[config.mk]
export PLATFORM = sky130hd
export DESIGN_NAME = intr_delay_pair
export DESIGN_NICKNAME = d
export VERILOG_FILES = /design/src/rtl/intr_delay_pair.sv
export SDC_FILE = /design/constraint.sdc
export NUM_CORES = 1
export LEC_CHECK = 0
export ABC_AREA = 1
export BUFFER_PORTS_ARGS = -buffer_cell sky130_fd_sc_hd__buf_2
export CAP_MARGIN = 10
export CORE_ASPECT_RATIO = 0.6
export CORE_MARGIN = 3
export CORE_UTILIZATION = 60
export CTS_BUF_LIST = sky130_fd_sc_hd__clkbuf_16
export CTS_CLUSTER_SIZE = 28
export DETAILED_ROUTE_END_ITERATION = 8
export GPL_TIMING_DRIVEN = 0
export MAX_ROUTING_LAYER = met4
export PLACE_DENSITY = 0.82
export SLEW_MARGIN = 20
export SYNTH_ARGS = -nofsm -noshare
export SYNTH_HDL_FRONTEND = slang
export SYNTH_SLANG_ARGS = --single-unit
[constraint.sdc]
create_clock -name clk -period 3.4 [get_ports clk]
set_clock_uncertainty 0.2 [all_clocks]
set_input_delay 0.51 -clock clk [delete_from_list [all_inputs] [get_ports clk]]
set_output_delay 0.51 -clock clk [all_outputs]
set_load 0.05 [all_outputs]
[src/rtl/intr_delay_pair.sv]
module intr_delay_pair #(
  parameter bit IS_TX       = 1'b0,
  parameter int DELAY_W     = 16,
  parameter int TICK_CYCLES = 1024
) (
  input  logic               clk,
  input  logic               rst_n,
  input  logic [DELAY_W-1:0] pkt_delay,
  input  logic [DELAY_W-1:0] abs_delay,
  input  logic               done,
  input  logic               ide,
  input  logic               cancel,
  output logic               cause_req,
  output logic               pkt_pending,
  output logic               abs_pending,
  output logic               post_now
);

  localparam int PW = (TICK_CYCLES > 1) ? $clog2(TICK_CYCLES) : 1;
  localparam logic [DELAY_W-1:0] ONE = DELAY_W'(1);

  logic               tick;
  logic [DELAY_W-1:0] pkt_cnt, abs_cnt;

  generate
    if (TICK_CYCLES > 1) begin : g_pre
      logic [PW-1:0] pre;
      always_ff @(posedge clk) begin
        if (!rst_n)                            pre <= '0;
        else if (pre == PW'(TICK_CYCLES - 1))  pre <= '0;
        else                                   pre <= pre + PW'(1);
      end
      assign tick = (pre == PW'(TICK_CYCLES - 1));
    end else begin : g_nopre
      assign tick = 1'b1;
    end
  endgenerate

  wire arm      = IS_TX ? (done & ide) : done;
  wire p_nz     = |pkt_delay;
  wire a_nz     = |abs_delay;
  wire pkt_load = arm & p_nz;
  wire abs_load = arm & a_nz & (abs_cnt == '0) & (IS_TX ? p_nz : 1'b1);
  wire zero_arm = arm & ~p_nz & ~a_nz;
  wire fire     = tick & ((pkt_cnt == ONE) | (abs_cnt == ONE));

  always_ff @(posedge clk) begin
    if (!rst_n) begin
      pkt_cnt   <= '0;
      abs_cnt   <= '0;
      cause_req <= 1'b0;
      post_now  <= 1'b0;
    end else begin
      post_now <= zero_arm & ~cancel;
      if (cancel) begin
        pkt_cnt   <= '0;
        abs_cnt   <= '0;
        cause_req <= 1'b0;
      end else if (fire) begin
        pkt_cnt   <= '0;
        abs_cnt   <= '0;
        cause_req <= 1'b1;
      end else begin
        cause_req <= 1'b0;
        if (pkt_load)                     pkt_cnt <= pkt_delay;
        else if (tick && pkt_cnt != '0)   pkt_cnt <= pkt_cnt - ONE;
        if (abs_load)                     abs_cnt <= abs_delay;
        else if (tick && abs_cnt != '0)   abs_cnt <= abs_cnt - ONE;
      end
    end
  end

  assign pkt_pending = (pkt_cnt != '0);
  assign abs_pending = (abs_cnt != '0);


  expiry_clears_chk: assert property (@(posedge clk) disable iff (!rst_n)
    cause_req |-> (!pkt_pending && !abs_pending));


  cancel_clears_chk: assert property (@(posedge clk) disable iff (!rst_n)
    cancel |=> (!pkt_pending && !abs_pending && !cause_req && !post_now));


  abs_no_restart_chk: assert property (@(posedge clk) disable iff (!rst_n)
    abs_pending |=> (abs_cnt <= $past(abs_cnt)));


  post_follows_done_chk: assert property (@(posedge clk) disable iff (!rst_n)
    post_now |-> $past(done));


  cause_single_chk: assert property (@(posedge clk) disable iff (!rst_n)
    cause_req |=> !cause_req);

endmodule

* Yosys cells after proc, flatten, opt, wreduce, memory -nomap -nowiden
Index checks and enable logic that the tools add are counted.
** Cells by class
- $add $sub $neg :: 3
- Equality and inequality tests :: 3
- Muxes and demuxes :: 5
- Bitwise operators :: 12
- Reductions and logical operators :: 12
** Operators by type and width (count)
- 16-bit two-way mux :: 4
- 16-bit by 1-bit equality test with 1-bit output, second input constant :: 2
- 16-bit nonzero test :: 2
- 16-bit OR reduction :: 2
- 16-bit by 1-bit subtractor with 16-bit output, second input constant :: 2
- 16-bit logical NOT :: 1
- 10-bit by 1-bit adder with 10-bit output, second input constant :: 1
- 10-bit equality test, second input constant :: 1
- 1-bit AND :: 7
- 1-bit NOT :: 4
- 2-bit nonzero test :: 2
- 2-bit OR reduction :: 2
- 3-bit OR reduction :: 1
- 1-bit logical AND :: 2
- 1-bit two-way mux :: 1
- 1-bit bitwise OR :: 1
** Storage, ports and cells
- Flip-flop bits (word level) :: 44

* Longest topological paths before layout
- Word-level depth :: 5
- Gate-level depth with buffers :: 12
- Gate-level depth less buffers :: 11

* Least setup slack after synthesis
OpenSTA, ideal clock, no wires.
- Path kind :: flip-flop to output port
- From :: reg pkt_cnt[0]
- To :: out pkt_pending
- Arrival time :: 1316 ps
- Data required time :: 2690 ps
- Path slack :: 1374 ps
- Cell stages (with the launch flop) :: 7
- Path buffers :: 0
- Cells stage by stage :: dfxtp_1 inv_1 ha_1 nand2_4 nor2_8 nand3_1 or2_2
** Between the ends
- Cells in the longest elaborated chain, start to end :: 1
** Ends and longest elaborated chain
- start: declaration :: line 23 : logic [DELAY_W-1:0] pkt_cnt, abs_cnt;
- start signal: assignment :: line 65 : if (pkt_load) pkt_cnt <= pkt_delay;
- start signal: assignment :: line 66 : else if (tick && pkt_cnt != '0) pkt_cnt <= pkt_cnt - ONE;
- 16-bit nonzero test :: line 73 : assign pkt_pending = (pkt_cnt != '0);
- end: declaration :: line 14 : output logic pkt_pending,
No other way between the ends.

* Worst setup path after layout
Same ends and word-level chain as after synthesis.

==> results.toml <==
[status]
status = "finished clean"

[sta]
slew_violations = 0
fin_crit_sh_pct = 75.9
max_freq_mhz = 388
fin_setup_tns_ps = 0
period_minus_slack_ps = 2580
rsz0062_at_grt = "false"
max-slew-margin-rel_pct = 69.2
hold_viol_final = 0
finalSetupViolations = 0
worst_pin_slew_ps = 460
setup_slack_ps = 821

[yosys]
ys_types = 30
syn_inst = 515
synth-seq-cells = 44
syn_area_um2 = 3160
synth_fp_nets = 557
avgSynthCellArea_um2 = 6.13
ys_warn_count = 0
synth_seq_area_share_pct = 27.9

[clock_tree]
cts.clk_slew.worst_paths_ps = 70
clkLatencyLatePin_ps = 290
htree_num_levels = 2
postCtsSetupBuffers = 0
hold_buffers = 0
clockBufferDepth = 2
cts-root-buf = "clkbuf_16"
cts_tree = "done"
cts-resized-gates = 0
cts_buffers = 5
cts.sinks = 44

[finish]
instances_no_fill = 625
diodes = 0
ff_latch_area_um2 = 881
area_delta_synth_final_pct = 13.2
multi_input_area_um2 = 2020
drive_above_1_share_pct = 18.0
final_util_pct = 74.1
fillers = 408
nets = 603

[placed_design]
place_ws_ps = 1160
numPortBuffers = 39
finalWeightedCongestion = 0.941
dpl.hpwl_um = 6600
dp_cells = 617

[critical_path]
r2r-start = "g_pre.pre[0]"
crit_type = "reg -> out"
crit_fanout = 6
crit_required_ps = 2690
worstPathArrival_ps = 1870
start_kind = "flip-flop"
max_stage_delay_ps = 350
critPathCaptureType = "output port"
critPathTopFamily = "simple AND/OR/NAND/NOR gates"
path_cells = "inv_1, ha_1, nand2_4, nor2_8, nand3_1, or2_2, buf_2"
worst-path-buf-inv = 2
crit_slowest_cell = "dfxtp_1"
crit_start = "pkt_cnt[0]"

[floorplanning]
io_pins = 41
core_um2 = 4830
die_h_um = 62.2
die_area_um2 = 6200
die_w_um = 99.6
std_cell_rows = 19
start_util_pct = 65.4

[drt]
ant_nets = 0
drt_iter0_markers = 328
routed-via-count = 3451
detail_route.vias_per_cell = 5.52
drc_errors = 0
routedWlPerCell_um = 13.7
wirelength_um = 8590
drtPass1Iterations = 6

[grt]
grt_overflow = 0
grt_pass1_vias = 3025
track_usage_pct = 28.9
grt_max_degree = 15
grt_antenna_before_repair = 0
grt_pass1_wl_um = 14200

[hold_path]
hold_start = "g_pre.pre[0]"
min_path_type = "reg -> reg"

[pwr]
pwr-share-clk_pct = 22.9
p_seq_share_pct = 27.8
vdd_ir_drop_max_v = 0.000433
p_sw_share_pct = 45.5
pwr-share-comb_pct = 49.3
leakage_nw = 1.80
power_density_nw_per_um2 = 599
p_sw_w = 0.000975
intPower_w = 0.00117

[run]
drv_cap = 0
==> metal layers <==
layer,vias up,global-route usage (%),routed length [µm]
met5,-,-,0
met4,0,6.13,87
met3,15,6.94,975
met2,171,39.9,3430
met1,1564,42.3,4100
li1,1701,-,-
==> power groups by stage <==
stage          Clock (W)  Sequential, W  Combinational (W)
2_1_floorplan          0       0.000595           0.000802
3_3_place_gp           0       0.000604           0.000991
3_5_place_dp           0       0.000605            0.00102
4_1_cts         0.000488       0.000594            0.00103
5_1_grt         0.000525       0.000600            0.00117
6_report        0.000491       0.000596            0.00105
==> cells by family (layout without fill, tap and decap cells) <==
kind of cell / count (synthesis) / after routing / synth area share [%]
and+or+nand+nor: 361 / 361 / 52.2
buffers and inverters: 59 / 106 / 8.16
DFF: 44 / 44 / 27.9
AOI/OAI and AO/OA: 30 / 30 / 5.35
xor gates and xnor gates: 16 / 16 / 4.44
adders and majority gates: 5 / 5 / 1.98
==> layout by cell type (no fill, tap or decap), types with 2 or more instances in the layout <==
cell type,netlist,layout
a21oi_1,5,5
a21oi_2,5,5
buf_2,3,42
buf_4,2,2
buf_6,3,3
clkbuf_16,0,5
clkinv_2,0,2
dfxtp_1,44,44
ha_1,5,5
inv_1,44,44
inv_2,5,5
nand2_1,149,149
nand2_2,10,10
nand2_4,3,3
nand3_1,50,50
nand3_2,2,2
nand3_4,2,2
nand3b_1,10,10
nand4_1,2,2
nor2_1,113,113
nor2_2,10,10
nor2_4,4,4
nor2_8,2,2
o21ai_0,19,19
or2_2,2,2
xnor2_1,6,6
xor2_1,10,10
==> area by class of cell <==
cell class | count | area share [%]
inverter | 50 | 5.32
timing repair buffer | 39 | 5.46
buffer | 9 | 1.89
clock inverter | 3 | 0.525
sequential | 44 | 24.6
clock buffer | 5 | 3.50
multi-input combinational | 412 | 56.5
tap | 63 | 2.21
==> state kept, by name, indices dropped and copies added, names as in the netlist <==
signal and flops:
abs_cnt 16, pkt_cnt 16, post_now 1, cause_req 1
g_pre.pre 10
==> worst reg2reg max path: cells and delay by family, from the launching register on <==
kind	cells	cell delay, ps
AND/OR/NAND/NOR	7	850
buffers and inverters	3	390
flip-flops	1	360
adder cells (fa/ha/maj)	1	190
==> metrics by stage <==
step	hold slack (ps)	power (W)	instance area, µm²
global route	269	0.00229	3570
floorplan	218	0.00140	3160
finish	259	0.00214	3570
global placement	232	0.00160	3430
detailed placement	247	0.00162	3430
CTS	260	0.00211	3570
==> final timing paths <==
path	to	depth (start not counted)	slack, ps
setup / recovery	pkt_pending	7	820
hold / removal	g_pre.pre[0]	1	260
setup reg to reg	pkt_cnt[3]	11	1300
hold reg to reg	g_pre.pre[0]	1	260
==> synthesized netlist by cell type (all sizes together) <==
library cell	number	area, µm²
nor2	129	572
o21ai	20	100
nand3b	10	75.1
dfxtp	44	881
a21oi	10	68.8
nor3b	1	7.51
xor2	10	87.6
ha	5	62.6
or2	2	12.5
nand2	162	656
nor4	1	6.26
nand4	2	12.5
xnor2	6	52.6
buf	8	63.8
inv	50	190
nand3	54	305
clkbuf	1	3.75
Note: power is estimated with default switching activity, not from simulation.
